`src/rtl/slp_pkg.sv`:
```
package slp_pkg;
   typedef enum logic [2:0] {
      S_RUN      = 3'd0,
      S_IDLE     = 3'd1,
      S_IDLE_RST = 3'd2,
      S_PDOWN    = 3'd3,
      S_WAKE     = 3'd4
   } slp_state_e;
endpackage

```
`src/rtl/slp_pin_sync.sv`:
```
module slp_pin_sync #(
   parameter int STAGES = 2
) (
   input  logic clk,
   input  logic rst_ni,
   input  logic d,
   output logic q
);
   if (STAGES < 0) begin : g_bad
      $error("slp_pin_sync: STAGES must not be negative");
   end

   if (STAGES == 0) begin : g_direct
      assign q = d;
   end else begin : g_chain
      logic [STAGES-1:0] sh;
      always_ff @(posedge clk or negedge rst_ni) begin
         if (!rst_ni) sh <= '0;
         else         sh <= {sh[STAGES-2+1-1:0], d} >> 0;
      end
      assign q = sh[STAGES-1];
   end
endmodule

```
`src/rtl/slp_rst_qual.sv`:
```
module slp_rst_qual #(
   parameter int HOLD_CYC = 24
) (
   input  logic clk,
   input  logic rst_ni,
   input  logic pin,
   input  logic osc_run,
   output logic qual
);
   localparam int CW = $clog2(HOLD_CYC + 1);
   localparam logic [CW-1:0] LIM = CW'(HOLD_CYC);

   if (HOLD_CYC < 1) begin : g_bad
      $error("slp_rst_qual: HOLD_CYC must be at least 1");
   end

   logic [CW-1:0] cnt;

   always_ff @(posedge clk or negedge rst_ni) begin
      if (!rst_ni)                cnt <= '0;
      else if (!pin || !osc_run)  cnt <= '0;
      else if (cnt != LIM)        cnt <= cnt + 1'b1;
   end

   assign qual = (cnt == LIM);

   AST_QUAL_NEEDS_PIN: assert property (@(posedge clk) disable iff (!rst_ni)
      qual |-> $past(pin && osc_run));
endmodule

```
`src/rtl/slp_stable_timer.sv`:
```
module slp_stable_timer #(
   parameter int STABLE_CYC = 16
) (
   input  logic clk,
   input  logic rst_ni,
   input  logic run,
   input  logic stable,
   output logic done
);
   localparam int CW = $clog2(STABLE_CYC + 1);
   localparam logic [CW-1:0] LIM = CW'(STABLE_CYC);

   if (STABLE_CYC < 1) begin : g_bad
      $error("slp_stable_timer: STABLE_CYC must be at least 1");
   end

   logic [CW-1:0] cnt;

   always_ff @(posedge clk or negedge rst_ni) begin
      if (!rst_ni)              cnt <= '0;
      else if (!run || !stable) cnt <= '0;
      else if (cnt != LIM)      cnt <= cnt + 1'b1;
   end

   assign done = (cnt == LIM);

   AST_DONE_NEEDS_STABLE: assert property (@(posedge clk) disable iff (!rst_ni)
      done |-> $past(stable && run));
endmodule

```
`src/rtl/sleep_ctrl.sv`:
```
module sleep_ctrl
   import slp_pkg::*;
#(
   parameter int SYNC_STAGES = 2,
   parameter int MC_CLKS     = 12,
   parameter int RST_MC      = 2,
   parameter int STABLE_CYC  = 16,
   parameter int N_IRQ       = 5
) (
   input  logic             clk,
   input  logic             rst_ni,
   input  logic             rst_pin,
   input  logic             osc_stable,
   input  logic             insn_done,
   input  logic             set_idle,
   input  logic             set_pdown,
   input  logic [N_IRQ-1:0] irq_pend,
   input  logic [N_IRQ-1:0] irq_en,
   output logic             cpu_clk_en,
   output logic             per_clk_en,
   output logic             osc_en,
   output logic             core_rst,
   output logic             ram_wr_block
);
   localparam int RST_CYC = MC_CLKS * RST_MC;

   if (MC_CLKS < 1 || RST_MC < 1 || N_IRQ < 1) begin : g_bad
      $error("sleep_ctrl: MC_CLKS, RST_MC and N_IRQ must be at least 1");
   end

   slp_state_e st, nxt;
   logic       pin_s, rst_q, stb_done, osc_run, wake_irq;
   logic       req_idle, req_pd, req_clr;

   slp_pin_sync #(.STAGES(SYNC_STAGES)) u_sync (
      .clk(clk), .rst_ni(rst_ni), .d(rst_pin), .q(pin_s));

   assign osc_run = osc_en && osc_stable;

   slp_rst_qual #(.HOLD_CYC(RST_CYC)) u_qual (
      .clk(clk), .rst_ni(rst_ni), .pin(pin_s), .osc_run(osc_run), .qual(rst_q));

   slp_stable_timer #(.STABLE_CYC(STABLE_CYC)) u_stb (
      .clk(clk), .rst_ni(rst_ni), .run(st == S_WAKE), .stable(osc_stable),
      .done(stb_done));

   assign wake_irq = |(irq_pend & irq_en);

   always_comb begin
      nxt = st;
      unique case (st)
         S_RUN: begin
            if (!rst_q && insn_done) begin
               if (req_pd)        nxt = S_PDOWN;
               else if (req_idle) nxt = S_IDLE;
            end
         end
         S_IDLE: begin
            if (pin_s)         nxt = S_IDLE_RST;
            else if (wake_irq) nxt = S_RUN;
         end
         S_IDLE_RST: begin
            if (rst_q)       nxt = S_RUN;
            else if (!pin_s) nxt = S_IDLE;
         end
         S_PDOWN: if (pin_s)    nxt = S_WAKE;
         S_WAKE:  if (stb_done) nxt = S_RUN;
         default: nxt = S_RUN;
      endcase
   end

   assign req_clr = rst_q
                 || (st == S_IDLE  && nxt == S_RUN)
                 || (st == S_PDOWN && nxt == S_WAKE);

   always_ff @(posedge clk or negedge rst_ni) begin
      if (!rst_ni) begin
         st       <= S_RUN;
         req_idle <= 1'b0;
         req_pd   <= 1'b0;
      end else begin
         st <= nxt;
         if (req_clr) begin
            req_idle <= 1'b0;
            req_pd   <= 1'b0;
         end else begin
            if (set_idle)  req_idle <= 1'b1;
            if (set_pdown) req_pd   <= 1'b1;
         end
      end
   end

   assign cpu_clk_en   = (st == S_RUN) || (st == S_IDLE_RST);
   assign per_clk_en   = cpu_clk_en || (st == S_IDLE);
   assign osc_en       = (st != S_PDOWN);
   assign core_rst     = rst_q || (st == S_WAKE);
   assign ram_wr_block = (st == S_IDLE_RST);

   AST_CPU_NEEDS_PER: assert property (@(posedge clk) disable iff (!rst_ni)
      cpu_clk_en |-> per_clk_en);
   AST_NO_OSC_NO_CLK: assert property (@(posedge clk) disable iff (!rst_ni)
      !osc_en |-> (!per_clk_en && !cpu_clk_en));
   AST_RUN_WITHOUT_DONE: assert property (@(posedge clk) disable iff (!rst_ni)
      (st == S_RUN && !insn_done) |=> cpu_clk_en);
   AST_IDLE_IRQ_WAKE: assert property (@(posedge clk) disable iff (!rst_ni)
      (st == S_IDLE && !pin_s && wake_irq) |=> cpu_clk_en);
   AST_PD_IGNORES_IRQ: assert property (@(posedge clk) disable iff (!rst_ni)
      (st == S_PDOWN && !pin_s) |=> !osc_en);
   AST_OSC_RESTART_RST: assert property (@(posedge clk) disable iff (!rst_ni)
      $rose(osc_en) |-> core_rst);
   AST_INHIBIT_RELEASE: assert property (@(posedge clk) disable iff (!rst_ni)
      $fell(ram_wr_block) |-> (core_rst || !cpu_clk_en));
endmodule

```
`config.mk`:
```
export PLATFORM = sky130hd
export DESIGN_NAME = sleep_ctrl
export DESIGN_NICKNAME = d
export VERILOG_FILES = /design/src/rtl/slp_pkg.sv /design/src/rtl/slp_pin_sync.sv /design/src/rtl/slp_rst_qual.sv /design/src/rtl/slp_stable_timer.sv /design/src/rtl/sleep_ctrl.sv
export SDC_FILE = /design/constraint.sdc
export NUM_CORES = 1
export LEC_CHECK = 0
export BUFFER_PORTS_ARGS = -buffer_cell sky130_fd_sc_hd__clkbuf_2
export CORE_MARGIN = 3
export CORE_UTILIZATION = 55
export DETAILED_ROUTE_END_ITERATION = 8
export PLACE_DENSITY = 0.89
export SLEW_MARGIN = 30
export SYNTH_ARGS = -nofsm -noshare
export SYNTH_HDL_FRONTEND = slang
export SYNTH_SLANG_ARGS = --single-unit
```
`constraint.sdc`:
```
create_clock -name clk -period 3.9 [get_ports clk]
set_input_delay 0 -clock clk [delete_from_list [all_inputs] [get_ports clk]]
set_output_delay 0 -clock clk [all_outputs]
set_load 0.03 [all_outputs]
```
# ---- Word-level counts from Yosys, hierarchy flattened
# Cells that the tools add are included.
dict set report classes {
  n_addsub 2
  eq_ne 10
  n_mux 18
  n_bitwise 1
  reduce_logical 23
}
# cell count
set ops {}
lappend ops {{2-to-1 mux 3 bit} 9}
lappend ops {{2-to-1 mux 5 bit} 4}
lappend ops {{case mux 3 bit (5 select lines)} 1}
lappend ops {{adder 5 x 1 -> 5 bit (second input constant)} 2}
lappend ops {{== test 5 bit (second input constant)} 2}
lappend ops {{inequality test 5 bit (second input constant)} 2}
lappend ops {{nonzero test 2 bit} 4}
lappend ops {{logical OR 1 bit} 7}
lappend ops {{== test 3 x 2 -> 1 bit (second input constant)} 2}
lappend ops {{== test 3 bit (second input constant)} 2}
lappend ops {{logical NOT 3 bit} 2}
lappend ops {{bitwise AND 5 bit} 1}
lappend ops {{logical NOT 1 bit} 5}
lappend ops {{OR reduction 5 bit} 1}
lappend ops {{logical AND 1 bit} 4}
lappend ops {{2-to-1 mux 1 bit} 4}
lappend ops {{== test 3 x 1 -> 1 bit (second input constant)} 1}
lappend ops {{inequality test 3 x 2 -> 1 bit (second input constant)} 1}
dict set report totals {
  regBits 17
  input_bits 17
  word_cells 60
}

# ---- Depth between registers and ports, before layout
dict set report logic_depth {
  ltp_word 10
  depth_mapped 5
  mapped_depth_nobuf 5
}

# ---- Hierarchy
# A second synthesis with hierarchy kept.
dict set report unflattened {
  cells_unflattened 103
  area_unflattened_um2 1013.5
}
# module n_inst cells_per_inst area_each_um2
set by_module_without_submodules {}
lappend by_module_without_submodules {sleep_ctrl 1 41 359.1}
lappend by_module_without_submodules {slp_rst_qual 1 30 309.0}
lappend by_module_without_submodules {slp_stable_timer 1 30 295.3}
lappend by_module_without_submodules {slp_pin_sync 1 2 50.0}

# ---- Worst setup path after synthesis
# No wires, ideal clock.
dict set report synth_path {
  path_kind {register to register}
  from {register u_qual.cnt[0]}
  to {register st[1]}
  arrival_time_ps 1265
  required_time_ps 3773
  setup_slack_ps 2508
  path_stages_with_launch 6
  path_buffers 0
  period_less_slack_ps 1392
  cell_sequence {dfrtp_1 -> inv_1 -> ha_1 -> nand4b_1 -> a211oi_1 -> o31ai_1}
}
dict set report synth_via {
  elab_chain_len 5
  elab_cells_between_ends 6
}
# item line_no
set synth_lines {}
lappend synth_lines {{from (decl)} slp_rst_qual.sv:17} ;# logic [CW-1:0] cnt;
lappend synth_lines {{from (signal assigned)} slp_rst_qual.sv:22} ;# else if (cnt != LIM) cnt <= cnt + 1'b1;
lappend synth_lines {{== test 5 bit *} slp_rst_qual.sv:25} ;# assign qual = (cnt == LIM);
lappend synth_lines {{logical NOT 1 bit} sleep_ctrl.sv:53} ;# if (!rst_q && insn_done) begin
lappend synth_lines {{logical AND 1 bit} sleep_ctrl.sv:53}
lappend synth_lines {{2-to-1 mux 3 bit} sleep_ctrl.sv:53}
lappend synth_lines {{case mux 3 bit (5 select lines) *} sleep_ctrl.sv:51} ;# unique case (st)
lappend synth_lines {{net nxt[1]} sleep_ctrl.sv:31} ;# slp_state_e st, nxt;
lappend synth_lines {{to (signal assigned)} sleep_ctrl.sv:82} ;# st <= nxt;
lappend synth_lines {{to (decl)} sleep_ctrl.sv:31}
# Mark *: on every way through the listed nets, which the timed path passes. The rest lies on a longest branch.
# A chain may end at the register's enable or synchronous reset.

# ---- Worst setup path after layout
dict set report layout_path {
  from {register u_qual.cnt[0]}
  to {output port core_rst}
}
dict set report layout_via {
  elab_chain_len 2
}
# item line_no
set layout_lines {}
lappend layout_lines {{== test 5 bit} slp_rst_qual.sv:25}
lappend layout_lines {{logical OR 1 bit} sleep_ctrl.sv:96} ;# assign core_rst = rst_q || (st == S_WAKE);
lappend layout_lines {{to (decl)} sleep_ctrl.sv:22} ;# output logic core_rst,
# Every way passes these cells.

==> results.sh <==
export IMPL_start_util=0.596
export IMPL_crit_path_end_kind="primary output"
export IMPL_finClkSkew_ns=0.00751
export IMPL_slew_limit_headroom=0.706
export IMPL_slowest_delay_ns=0.42
export IMPL_clkSinkCount=17
export IMPL_worstMarginPinSlew_ns=0.435
export IMPL_place_gp_congestion=0.743
export IMPL_rsz0062_at_grt="false"
export IMPL_crit_slowest_cell="dfrtp_1"
export IMPL_avgSynthCellArea_sq_um=10.2
export IMPL_pwr_density_cell_nw_per_um2=503
export IMPL_n_antenna_cell=0
export IMPL_clk_latency_ns=0.28
export IMPL_first_pass_iters=4
export IMPL_seq_area_sq_um=425
export IMPL_cts_root_buf="clkbuf_4"
export IMPL_area_delta_synth_final_pct=18.6
export IMPL_syn_nets=110
export IMPL_dp_slack_ns=2.37
export IMPL_cts_tree="built"
export IMPL_final_core_util=0.707
export IMPL_wl_um=1670
export IMPL_netlist_cell_type_count=32
export IMPL_instances_no_fill=131
export IMPL_post_route_period_util=0.429
export IMPL_drtIter0Drc=14
export IMPL_vias=723
export IMPL_cp_data_arrival_time_ns=1.67
export IMPL_crit_start="u_qual.cnt[0]"
export IMPL_rr_startpoint="u_qual.cnt[0]"
export IMPL_finalWorstSetupSlack_ns=2.23
export IMPL_ir_worst_vdd_uv=327
export IMPL_power_leakage_nw=0.513
export IMPL_grtUsageTotal=0.173
export IMPL_core_area_sq_um=1520
export IMPL_crit_required_ns=3.90
export IMPL_die_h_um=46.6
export IMPL_path_clk_slew_ns=0.09
export IMPL_critPathLaunchType="flip-flop"
export IMPL_htreeDepth=1
export IMPL_placed_cells=123
export IMPL_cp_max_fo=9
export IMPL_grt_pass1_wl_um=2620
export IMPL_n_fill_cell=115
export IMPL_setup_tns_ns=0
export IMPL_yosys_top_cells_area="dfrtp_1 47%, nor2_1 5.8%, ha_1 5.5%"
export IMPL_drc=0
export IMPL_path_cells="inv_1, ha_1, nand4b_1, nand2_1, clkbuf_2"
export IMPL_clk_path_buf_depth=2
export IMPL_antenna_found_initial=0
export IMPL_cts_resized=0
export IMPL_synth_seq_area_share=0.468
export IMPL_nets=137
export IMPL_synth_area_sq_um=908
export IMPL_multi_input_area_sq_um=438
export IMPL_die_area_sq_um=2180
export IMPL_p_total_uw=542
export IMPL_synth_seq_cells=17
export IMPL_hpwl_um=1310
export IMPL_synth_warning_count=0
export IMPL_final_antenna_net_count=0
export IMPL_synth_cells=89
export IMPL_status="complete, no violations"
export IMPL_first_global_vias=671
export IMPL_drt_wirelength_per_cell_um=12.7
export IMPL_cts_inserted_buffers=3
export IMPL_period_needed_ns=1.67
export IMPL_vias_per_cell=5.52
export IMPL_synth_top_area_share=0.468
export IMPL_final_setup_viol_count=0
export IMPL_hold_violations=0
export IMPL_synth_top_cell_by_area="dfrtp_1"
export IMPL_drive_above_1_share=0.243
export IMPL_die_x_um=46.6
export IMPL_min_delay_start="irq_pend[4]"
export IMPL_hold_path_class="input port to flip-flop"
export IMPL_ios=22
export IMPL_port_buffers=21
export IMPL_critPathKind="flip-flop to primary output"
export IMPL_rows=14
export IMPL_grt_max_degree=18
export IMPL_fmax_ghz=0.597
export IMPL_slew_viol_final=0
export IMPL_overflow=0
export IMPL_maxCapViolations=0
-- sequential cells by signal (all words and copies together) (netlist names) --
register,count
u_qual.cnt,5
u_stb.cnt,5
st,3
u_sync.g_chain.sh,2
req_idle,1
req_pd,1
-- routing by layer --
layer / up-vias / GRT usage / part of all wire
met5: - / 0 / 0
met4: 0 / 0.0497 / 0.0084
met3: 2 / 0.0586 / 0.041
met2: 10 / 0.310 / 0.54
met1: 351 / 0.191 / 0.41
li1: 360 / - / -
-- worst paths after layout --
path | slack, ns | depth (start not counted) | end
setup / recovery | 2.23 | 5 | core_rst
hold / removal | 0.04 | 4 | st[0]
setup reg to reg | 2.37 | 5 | st[1]
hold reg to reg | 0.36 | 0 | u_sync.g_chain.sh[1]
max in group asynchronous | 3.43 | 2 | u_qual.cnt[1]
min in group asynchronous | 0.17 | 2 | st[2]
-- cell usage after synthesis --
library cell  number
nand2_1            4
a211oi_1           1
o31ai_1            1
o22ai_1            2
or2b_1             1
ha_1               4
a21oi_1            3
o221ai_2           1
nor2b_1            2
a22oi_1            1
or2_4              1
nor3b_1            1
and4bb_1           1
nor4b_1            1
xnor2_1            3
or3b_1             1
inv_1              6
dfrtp_1           17
or4b_4             1
a222oi_1           1
nor3_2             1
nor3_1             2
nor2_1            14
nand3_1            6
nand4b_1           1
xor2_1             5
o32ai_1            1
nand3b_1           1
buf_4              1
clkbuf_1           1
mux2i_1            2
buf_6              1
-- critical path: cells and delay by family, from the launching register on --
kind / cells / cell delay [ns]
DFF: 1 / 0.42
and+or+nand+nor: 2 / 0.55
buffers and inverters: 2 / 0.29
adders and majority gates: 1 / 0.13
-- cells by family after synthesis --
logic type	count (synthesis)	synth area share
and+or+nand+nor	38	0.236
buffers and inverters	9	0.0496
muxes	2	0.0220
adders and majority gates	4	0.0551
DFF	17	0.468
AOI/OAI and AO/OA	11	0.0923
xor gates and xnor gates	8	0.0771
-- metrics by stage --
step,hold WS (ns),area (sq um)
6_report,0.0380,1080
3_5_place_dp,-0.0568,1010
3_3_place_gp,-0.0612,1010
5_1_grt,0.0428,1080
2_1_floorplan,-0.296,908
4_1_cts,0.0242,1080
-- cells in the final DEF, fill, tap and decap left out, drive strengths merged, types with 3 or more instances in the layout --
cell,Yosys,layout
dlygate4sd3,0,4
xnor2,3,3
clkbuf,1,25
nand3,6,6
xor2,5,5
inv,6,6
ha,4,4
nand2,4,4
nor3,3,3
dfrtp,17,17
a21oi,3,3
nor2,14,14
-- what timing repair did --
item | in CTS | in global routing
hold endpoints to repair | 20 | 0
buffers inserted | 0 | 0
hold buffers | 4 | 0
-- final cells by class --
class / count / area share
Timing Repair Buffer: 25 / 0.135
Multi-Input combinational cell: 63 / 0.407
Sequential cell: 17 / 0.395
Tap cell: 16 / 0.0186
Inverter: 6 / 0.0209
Clock buffer: 4 / 0.0244
-- where the power goes --
part           total, mW  internal (mW)  switching [mW]  leakage (nW)
registers          0.248          0.203          0.0451         0.221
clock network     0.0876         0.0397          0.0479        0.0150
logic              0.206         0.0817           0.124         0.277
total              0.542          0.324           0.217         0.513
Power figures use the tool's default switching activity.
